`src/rtl/i2cm_pkg.sv`:
```
package i2cm_pkg;

    typedef enum logic [1:0] {
        CMD_START,
        CMD_TX,
        CMD_RX,
        CMD_STOP
    } i2cm_cmd_e;

    typedef enum logic [2:0] {
        E_IDLE,
        E_START,
        E_RSTART,
        E_BIT,
        E_STOP
    } i2cm_eng_e;

    localparam logic [1:0] ADDR_CTRL = 2'd0;
    localparam logic [1:0] ADDR_STAT = 2'd1;
    localparam logic [1:0] ADDR_OWN  = 2'd2;
    localparam logic [1:0] ADDR_DATA = 2'd3;
    localparam logic [1:0] MODE_MRX  = 2'b10;

    typedef struct packed {
        i2cm_eng_e   st;
        logic [1:0]  ph;
        logic [3:0]  bitn;
        logic [7:0]  sh;
        logic        rx;
        logic        ack_send;
        logic        ack_in;
        logic        scl_lo;
        logic        sda_lo;
        logic        held;
        logic        byte_done;
    } i2cm_eng_t;

endpackage

```
`src/rtl/i2cm_clkgen.sv`:
```
module i2cm_clkgen #(
    parameter int PRE_FAST = 16,
    parameter int PRE_SLOW = 512,
    parameter int DIV_W    = 4
) (
    input  logic             clk,
    input  logic             rst_n,
    input  logic             run,
    input  logic             presel,
    input  logic [DIV_W-1:0] div,
    output logic             tick
);
    // one tick per quarter of an SCL period
    localparam int QF    = PRE_FAST / 4;
    localparam int QS    = PRE_SLOW / 4;
    localparam int CNT_W = $clog2(QS * (1 << DIV_W) + 1);

    logic [CNT_W-1:0] cnt_d, cnt_q, lim;

    always_comb begin
        lim   = CNT_W'(((presel ? QS : QF) * (int'(div) + 1)) - 1);
        tick  = run && (cnt_q == lim);
        cnt_d = (!run || tick) ? '0 : cnt_q + 1'b1;
    end

    always_ff @(posedge clk or negedge rst_n) begin
        if (!rst_n) cnt_q <= '0;
        else        cnt_q <= cnt_d;
    end

endmodule

```
`src/rtl/i2cm_engine.sv`:
```
module i2cm_engine
    import i2cm_pkg::*;
(
    input  logic      clk,
    input  logic      rst_n,
    input  logic      tick,
    input  logic      go,
    input  i2cm_cmd_e cmd,
    input  logic [7:0] tx_byte,
    input  logic      ack_gen,
    input  logic      sda_in,
    output logic      active,
    output logic      held,
    output logic      scl_lo,
    output logic      sda_lo,
    output logic      byte_done,
    output logic [7:0] rx_byte,
    output logic      ack_in
);
    i2cm_eng_t r_d, r_q;
    logic last_bit;

    always_comb begin
        r_d           = r_q;
        r_d.byte_done = 1'b0;
        last_bit      = (r_q.bitn == 4'd8);
        if (r_q.st == E_IDLE) begin
            if (go) begin
                r_d.ph   = 2'd0;
                r_d.bitn = 4'd0;
                unique case (cmd)
                    CMD_START: begin
                        r_d.st = r_q.held ? E_RSTART : E_START;
                        r_d.sh = tx_byte;
                        r_d.rx = 1'b0;
                    end
                    CMD_TX: begin
                        r_d.st = E_BIT;
                        r_d.sh = tx_byte;
                        r_d.rx = 1'b0;
                    end
                    CMD_RX: begin
                        r_d.st       = E_BIT;
                        r_d.sh       = 8'h00;
                        r_d.rx       = 1'b1;
                        r_d.ack_send = ack_gen;
                    end
                    CMD_STOP: r_d.st = E_STOP;
                endcase
            end
        end else if (tick) begin
            r_d.ph = r_q.ph + 2'd1;
            unique case (r_q.st)
                E_START: begin
                    // SCL high: pull SDA, then SCL
                    if (r_q.ph == 2'd0) r_d.sda_lo = 1'b1;
                    if (r_q.ph == 2'd2) r_d.scl_lo = 1'b1;
                    if (r_q.ph == 2'd3) begin
                        r_d.st   = E_BIT;
                        r_d.bitn = 4'd0;
                        r_d.held = 1'b1;
                    end
                end
                E_RSTART: begin
                    if (r_q.ph == 2'd0) r_d.sda_lo = 1'b0;
                    if (r_q.ph == 2'd1) r_d.scl_lo = 1'b0;
                    if (r_q.ph == 2'd2) r_d.sda_lo = 1'b1;
                    if (r_q.ph == 2'd3) begin
                        r_d.scl_lo = 1'b1;
                        r_d.st     = E_BIT;
                        r_d.bitn   = 4'd0;
                    end
                end
                E_BIT: begin
                    unique case (r_q.ph)
                        2'd0: begin
                            if (last_bit) r_d.sda_lo = r_q.rx ? r_q.ack_send : 1'b0;
                            else          r_d.sda_lo = r_q.rx ? 1'b0 : !r_q.sh[7];
                        end
                        2'd1: r_d.scl_lo = 1'b0;
                        2'd2: begin
                            if (last_bit) r_d.ack_in = sda_in;
                            else          r_d.sh = {r_q.sh[6:0], sda_in};
                        end
                        2'd3: begin
                            r_d.scl_lo = 1'b1;
                            if (last_bit) begin
                                r_d.st        = E_IDLE;
                                r_d.byte_done = 1'b1;
                            end else begin
                                r_d.bitn = r_q.bitn + 4'd1;
                            end
                        end
                    endcase
                end
                E_STOP: begin
                    if (r_q.ph == 2'd0) r_d.sda_lo = 1'b1;
                    if (r_q.ph == 2'd1) r_d.scl_lo = 1'b0;
                    if (r_q.ph == 2'd2) r_d.sda_lo = 1'b0;
                    if (r_q.ph == 2'd3) begin
                        r_d.st   = E_IDLE;
                        r_d.held = 1'b0;
                    end
                end
                default: r_d.st = E_IDLE;
            endcase
        end
    end

    always_ff @(posedge clk or negedge rst_n) begin
        if (!rst_n) r_q <= '{st: E_IDLE, default: '0};
        else        r_q <= r_d;
    end

    assign active    = (r_q.st != E_IDLE);
    assign held      = r_q.held;
    assign scl_lo    = r_q.scl_lo;
    assign sda_lo    = r_q.sda_lo;
    assign byte_done = r_q.byte_done;
    assign rx_byte   = r_q.sh;
    assign ack_in    = r_q.ack_in;

    // with SCL released, SDA moves only inside a start or stop sequence
    a_r10_sda_hold: assert property (@(posedge clk) disable iff (!rst_n)
        (!r_q.scl_lo && !$past(r_q.scl_lo) && (r_q.sda_lo != $past(r_q.sda_lo)))
        |-> (r_q.st inside {E_START, E_RSTART, E_STOP}));

    // a finished byte leaves SCL pulled low
    a_r4_done_scl_low: assert property (@(posedge clk) disable iff (!rst_n)
        r_q.byte_done |-> r_q.scl_lo);

    // the bus becomes held only after both lines were pulled by a START
    a_r2_start_lines: assert property (@(posedge clk) disable iff (!rst_n)
        $rose(r_q.held) |-> (r_q.sda_lo && r_q.scl_lo));

endmodule

```
`src/rtl/i2cm_regs.sv`:
```
module i2cm_regs
    import i2cm_pkg::*;
#(
    parameter int DIV_W = 4
) (
    input  logic             clk,
    input  logic             rst_n,
    input  logic             we,
    input  logic [1:0]       addr,
    input  logic [7:0]       wdata,
    output logic [7:0]       rdata,
    input  logic             eng_active,
    input  logic             eng_held,
    input  logic             byte_done,
    input  logic [7:0]       rx_byte,
    input  logic             ack_in,
    output logic             go,
    output i2cm_cmd_e        cmd,
    output logic [7:0]       tx_byte,
    output logic             ack_gen,
    output logic             presel,
    output logic [DIV_W-1:0] div,
    output logic             ser_en,
    output logic             pend,
    output logic             irq
);
    localparam int PAD_W = 4 - DIV_W;

    typedef struct packed {
        logic             ack_en;
        logic             presel;
        logic             irq_en;
        logic             pend;
        logic [DIV_W-1:0] div;
        logic [1:0]       mode;
        logic             ser_en;
        logic             ack_rx;
        logic [7:0]       own;
        logic [7:0]       data;
        logic             req_start;
        logic             req_stop;
        logic             req_byte;
        logic             last_rx;
    } regs_t;

    regs_t r_d, r_q;
    logic  busy;

    always_comb begin
        r_d = r_q;
        if (we) begin
            unique case (addr)
                ADDR_CTRL: begin
                    r_d.ack_en = wdata[7];
                    r_d.presel = wdata[6];
                    r_d.irq_en = wdata[5];
                    r_d.div    = wdata[DIV_W-1:0];
                    if (wdata[4] && r_q.pend) begin
                        r_d.pend     = 1'b0;
                        r_d.req_byte = 1'b1;
                    end
                end
                ADDR_STAT: begin
                    r_d.mode   = wdata[7:6];
                    r_d.ser_en = wdata[4];
                    if (wdata[5] && wdata[7])        r_d.req_start = 1'b1;
                    else if (!wdata[5] && eng_held) r_d.req_stop  = 1'b1;
                end
                ADDR_OWN:  r_d.own  = wdata;
                ADDR_DATA: r_d.data = wdata;
            endcase
        end
        if (byte_done) begin
            r_d.pend   = 1'b1;
            r_d.ack_rx = ack_in;
            if (r_q.last_rx) r_d.data = rx_byte;
        end

        if (r_q.req_stop)       cmd = CMD_STOP;
        else if (r_q.req_start) cmd = CMD_START;
        else if (r_q.mode == MODE_MRX) cmd = CMD_RX;
        else                    cmd = CMD_TX;

        go = !r_q.pend && !eng_active && !byte_done
             && (r_q.req_start || r_q.req_stop || r_q.req_byte);
        if (go) begin
            r_d.req_start = 1'b0;
            r_d.req_stop  = 1'b0;
            r_d.req_byte  = 1'b0;
            r_d.last_rx   = (cmd == CMD_RX);
        end

        busy = eng_held || eng_active || r_q.req_start || r_q.req_stop;
        unique case (addr)
            ADDR_CTRL: rdata = {r_q.ack_en, r_q.presel, r_q.irq_en, r_q.pend,
                                {PAD_W{1'b0}}, r_q.div};
            ADDR_STAT: rdata = {r_q.mode, busy, r_q.ser_en, 3'b000, r_q.ack_rx};
            ADDR_OWN:  rdata = r_q.own;
            default:   rdata = r_q.data;
        endcase
    end

    always_ff @(posedge clk or negedge rst_n) begin
        if (!rst_n) begin
            r_q        <= '0;
            r_q.ser_en <= 1'b1;
        end else begin
            r_q <= r_d;
        end
    end

    assign tx_byte = r_q.data;
    assign ack_gen = r_q.ack_en;
    assign presel  = r_q.presel;
    assign div     = r_q.div;
    assign ser_en  = r_q.ser_en;
    assign pend    = r_q.pend;
    assign irq     = r_q.pend && r_q.irq_en;

    // a completed byte always raises the pending flag
    a_r4_pend_set: assert property (@(posedge clk) disable iff (!rst_n)
        byte_done |=> r_q.pend);

    // the bit engine stays idle while software owns the byte
    a_r4_idle_while_pend: assert property (@(posedge clk) disable iff (!rst_n)
        r_q.pend |-> !eng_active);

endmodule

```
`src/rtl/i2c_byte_master.sv`:
```
module i2c_byte_master #(
    parameter int PRE_FAST = 16,
    parameter int PRE_SLOW = 512,
    parameter int DIV_W    = 4
) (
    input  logic       clk,
    input  logic       rst_n,
    input  logic       host_we,
    input  logic [1:0] host_addr,
    input  logic [7:0] host_wdata,
    output logic [7:0] host_rdata,
    output logic       scl_oe,
    output logic       sda_oe,
    input  logic       sda_i,
    output logic       irq
);
    import i2cm_pkg::*;

    logic             tick, go, active, held, scl_lo, sda_lo, byte_done;
    logic             ack_in, ack_gen, presel, ser_en, pend;
    logic [7:0]       rx_byte, tx_byte;
    logic [DIV_W-1:0] div;
    i2cm_cmd_e        cmd;

    i2cm_regs #(.DIV_W(DIV_W)) regs_i (
        .clk(clk), .rst_n(rst_n),
        .we(host_we), .addr(host_addr), .wdata(host_wdata), .rdata(host_rdata),
        .eng_active(active), .eng_held(held), .byte_done(byte_done),
        .rx_byte(rx_byte), .ack_in(ack_in),
        .go(go), .cmd(cmd), .tx_byte(tx_byte), .ack_gen(ack_gen),
        .presel(presel), .div(div), .ser_en(ser_en), .pend(pend), .irq(irq)
    );

    i2cm_clkgen #(.PRE_FAST(PRE_FAST), .PRE_SLOW(PRE_SLOW), .DIV_W(DIV_W)) clkgen_i (
        .clk(clk), .rst_n(rst_n), .run(active),
        .presel(presel), .div(div), .tick(tick)
    );

    i2cm_engine engine_i (
        .clk(clk), .rst_n(rst_n), .tick(tick), .go(go), .cmd(cmd),
        .tx_byte(tx_byte), .ack_gen(ack_gen), .sda_in(sda_i),
        .active(active), .held(held), .scl_lo(scl_lo), .sda_lo(sda_lo),
        .byte_done(byte_done), .rx_byte(rx_byte), .ack_in(ack_in)
    );

    assign scl_oe = scl_lo && ser_en;
    assign sda_oe = sda_lo && ser_en;

    // the bus is stretched for the whole time a byte is pending
    a_r4_stretch: assert property (@(posedge clk) disable iff (!rst_n)
        pend |-> scl_lo);

endmodule

```
`config.mk`:
```
export PLATFORM = sky130hd
export DESIGN_NAME = i2c_byte_master
export DESIGN_NICKNAME = d
export VERILOG_FILES = /design/src/rtl/i2cm_pkg.sv /design/src/rtl/i2cm_clkgen.sv /design/src/rtl/i2cm_engine.sv /design/src/rtl/i2cm_regs.sv /design/src/rtl/i2c_byte_master.sv
export SDC_FILE = /design/constraint.sdc
export NUM_CORES = 1
export LEC_CHECK = 0
export BUFFER_PORTS_ARGS = -buffer_cell sky130_fd_sc_hd__buf_2
export CAP_MARGIN = 20
export CORE_MARGIN = 5
export CORE_UTILIZATION = 40
export CTS_CLUSTER_DIAMETER = 60
export DETAILED_ROUTE_END_ITERATION = 10
export GPL_TIMING_DRIVEN = 0
export RECOVER_POWER = 25
export SYNTH_ARGS = -nofsm -noshare
export SYNTH_HDL_FRONTEND = slang
export SYNTH_HIERARCHICAL = 1
export SYNTH_SLANG_ARGS = --single-unit
```
`constraint.sdc`:
```
create_clock -name clk -period 4.69 [get_ports clk]
set_input_delay 0.938 -clock clk [delete_from_list [all_inputs] [get_ports clk]]
set_output_delay 0.938 -clock clk [all_outputs]
set_load 0.05 [all_outputs]
```
==> impl_metrics.json <==
{
  "status": "finished with violations",
  "violations": "max-capacitance violations, max-slew violations",
  "post-route-min-period_ps": 4280,
  "io_pins": 25,
  "clock_latency_ps": 330,
  "synthCells": 472,
  "fin_nets": 547,
  "clkPwrFrac_pct": 32.8,
  "switching_power_uw": 634,
  "routedWlPerCell_um": 15.1,
  "antenna_found_initial": 0,
  "postCtsSetupRepairBufs": 0,
  "synth_cell_types": 67,
  "layout.cells.non_filler": 653,
  "final-hold-violation-count": 0,
  "final_common_cell": "dfrtp_1",
  "ys.flop_type": "dfrtp_1",
  "place_congestion": 0.788,
  "timing.fmax_mhz": 234,
  "cts_sinks": 68,
  "power_density_nw_per_um2": 383,
  "synth-seq-area-share_pct": 37.5,
  "h-tree-depth": 3,
  "clk_pin_slew_worst_paths_ps": 60,
  "coreArea_sq_um": 11300,
  "numCtsBuffers": 9,
  "num_rows": 39,
  "dp_hpwl_um": 7330,
  "crit_fanout": 10,
  "grt_pass1_wl_um": 16800,
  "syn_avg_cell_area_sq_um": 9.62,
  "finalSetupViolCount": 0,
  "path_class": "reg2reg",
  "ir_drop_mv": 0.255,
  "clockBufferDepth": 2,
  "drt_iter0_markers": 126,
  "p_seq_share_pct": 35.3,
  "grt_max_degree": 69,
  "cts-root-buf": "clkbuf_16",
  "slew_headroom_pct": -15.8,
  "worstPathArrival_ps": 4490,
  "die_height_um": 117,
  "drc_errors": 0,
  "vias": 3485,
  "start_util_pct": 40.3,
  "synth-seq-cells": 68,
  "cp.required_ps": 4900,
  "ant_nets": 0,
  "switching_share_pct": 32.4,
  "setup_tns_ps": 0,
  "io_buffers": 22,
  "area_growth_pct": 12.7,
  "grt_usage_pct": 15.5,
  "cpMaxStageDelayCell": "fa_1",
  "cp_common_cell": "ha_1",
  "grt_pass1_vias": 3500,
  "end_kind": "flip-flop",
  "dpl.cell_count": 637,
  "rsz0062_at_grt": "no",
  "wirelength_um": 9850,
  "maxSlewViolCount": 69,
  "fillers": 1077,
  "ys_warn_count": 6,
  "cts_tree": "done",
  "combPwrFrac_pct": 31.9,
  "internal-power_mw": 1.32,
  "die_w_um": 117,
  "cap_violations": 1,
  "synth_edf_count": 0,
  "cp_cell_sequence": "buf_4 > ha_1 > xor2_1 > nand2_1 > ha_1 > ha_1 > inv_1 > fa_1 > nor2b_1 > or3_1 > and3_1 > mux2i_1 > nor3b_2 > and3_1 > clkbuf_2 > o211ai_1 > a21oi_2 > o21ai_0 > a22o_1",
  "post-route-period-util_pct": 91.3,
  "synthesis.nets": 514,
  "synth_area_sq_um": 4540,
  "layout-drive-gt1-share_pct": 21.4,
  "diodes": 0,
  "drtPass1Iterations": 4,
  "start_kind": "flip-flop",
  "hp-class": "reg2reg",
  "dieArea_sq_um": 13600,
  "tightest_slew_ps": 1740,
  "max_stage_delay_ps": 410,
  "synthArstFlopShare_pct": 100,
  "overflow": 0,
  "skew_ps": 5.76,
  "layout_common_cells": "67 x dfrtp_1, 47 x nand2_1, 30 x nor2_1, 30 x a21oi_1, 27 x ha_1",
  "p_leak_nw": 2.37,
  "vias_per_cell": 5.34
}
## area by class of cell
type / instances / area (sq um) / area share, %
repair buffers: 22 / 110 / 2.15
flip-flops and latches: 68 / 1700 / 33.3
clock inverters: 1 / 5.00 / 0.0979
multi-input cells: 337 / 2460 / 48.1
plain buffers: 41 / 282 / 5.51
well taps: 143 / 179 / 3.50
inverters: 26 / 97.6 / 1.91
clock buffers: 15 / 278 / 5.43
## cell usage after synthesis, types with 2 or more instances
library cell / number / area [sq um]
a31oi_1: 11 / 68.8
nand2b_1: 6 / 37.5
o22ai_1: 3 / 18.8
ha_1: 27 / 338
mux2i_1: 8 / 80.1
clkbuf_1: 8 / 30.0
a21oi_2: 3 / 26.3
nand4bb_1: 2 / 22.5
a22oi_1: 8 / 60.1
inv_1: 26 / 97.6
and3_1: 6 / 37.5
nand3_1: 16 / 80.1
o21ai_0: 14 / 70.1
xor2_1: 11 / 96.3
buf_4: 22 / 165
mux4_2: 4 / 90.1
o221ai_1: 2 / 17.5
buf_6: 5 / 56.3
a22o_1: 2 / 17.5
a21oi_1: 30 / 150
nand4_1: 5 / 31.3
xnor2_1: 15 / 131
and4_1: 2 / 17.5
mux2_2: 23 / 259
and3b_1: 2 / 17.5
nor3_1: 7 / 35.0
nor2_1: 30 / 113
a21o_1: 5 / 37.5
and2_1: 7 / 43.8
nand2_1: 47 / 176
o211ai_1: 6 / 45.0
nor2b_1: 4 / 25.0
buf_2: 4 / 20.0
a31o_2: 2 / 17.5
dfrtp_1: 67 / 1680
## timing repair
| item | in CTS | in global routing |
|---|---|---|
| endpoints found under the setup margin | 0 | 7 |
| gates resized for setup | 0 | 3 |
| hold buffers | 0 | 0 |
## power by group through the flow
stage | sequential [mW] | combinational [mW] | clock [mW]
after global routing | 0.699 | 0.700 | 0.688
after detailed placement | 0.701 | 0.623 | 0
after global placement | 0.699 | 0.613 | 0
after CTS | 0.690 | 0.627 | 0.659
after floorplan | 0.682 | 0.503 | 0
final | 0.691 | 0.625 | 0.641
## worst max-delay path, delay by kind of cell, from the launching register on
kind                     cells  cell delay [ps]
XOR/XNOR                     1              200
AND/OR/NAND/NOR              6             1150
buffers and inverters        3              440
flip-flops                   1              390
AO/OA/AOI/OAI                4              770
multiplexers                 1               70
adder cells (fa/ha/maj)      4             1130
## kinds of logic (layout without fill, tap and decap cells)
logic type	Yosys count	in the layout	share of synthesized area [%]
AO/OA/AOI/OAI	100	100	14.7
XOR/XNOR	26	26	5.02
adder cells (fa/ha/maj)	28	28	7.88
buffers and inverters	67	105	8.32
flip-flops	68	68	37.5
multiplexers	35	35	9.45
AND/OR/NAND/NOR	148	148	17.1
## layer usage
layer	GRT usage (%)	wire length [um]
met1	20.9	4690
met2	25.0	4700
met3	3.47	299
met4	4.89	159
met5	0	0
## state kept, by name, indices dropped and copies added, names as in the netlist
name	cells
regs_i/ack_gen	1
engine_i/r_q	11
regs_i/r_q	16
engine_i/rx_byte	8
engine_i/ack_in	1
engine_i/byte_done	1
regs_i/pend	1
regs_i/ser_en	1
clkgen_i/cnt_q	12
engine_i/held	1
engine_i/scl_lo	1
regs_i/div	4
engine_i/sda_lo	1
regs_i/tx_byte	8
regs_i/presel	1
## path summary, 6_finish.rpt
check                                      from                 to  slack (ps)  cells after the start
worst min register to register  engine_i/scl_lo    engine_i/scl_lo         480                      1
worst max-delay path              regs_i/div[0]   engine_i/r_q[17]         410                     19
worst max register to register    regs_i/div[0]   engine_i/r_q[17]         410                     19
min in group asynchronous                 rst_n   engine_i/r_q[16]        1050                      1
worst min-delay path            engine_i/scl_lo    engine_i/scl_lo         480                      1
max in group asynchronous                 rst_n  regs_i/tx_byte[2]        2590                      1
## stage by stage
| stage | util, % | worst slack [ps] | instance area, sq um | total power, mW | hold WS [ps] |
|---|---|---|---|---|---|
| final | 45.4 | 409 | 5110 | 1.96 | 476 |
| after global routing | 45.4 | 18.7 | 5110 | 2.09 | 502 |
| after CTS | 45.4 | 29.1 | 5110 | 1.98 | 484 |
| after detailed placement | 42.9 | 51.1 | 4830 | 1.32 | 468 |
| after global placement | 42.8 | 95.5 | 4830 | 1.31 | 468 |
| after floorplan | - | 722 | 4540 | 1.18 | 449 |
(Power assumes the default switching activity.)
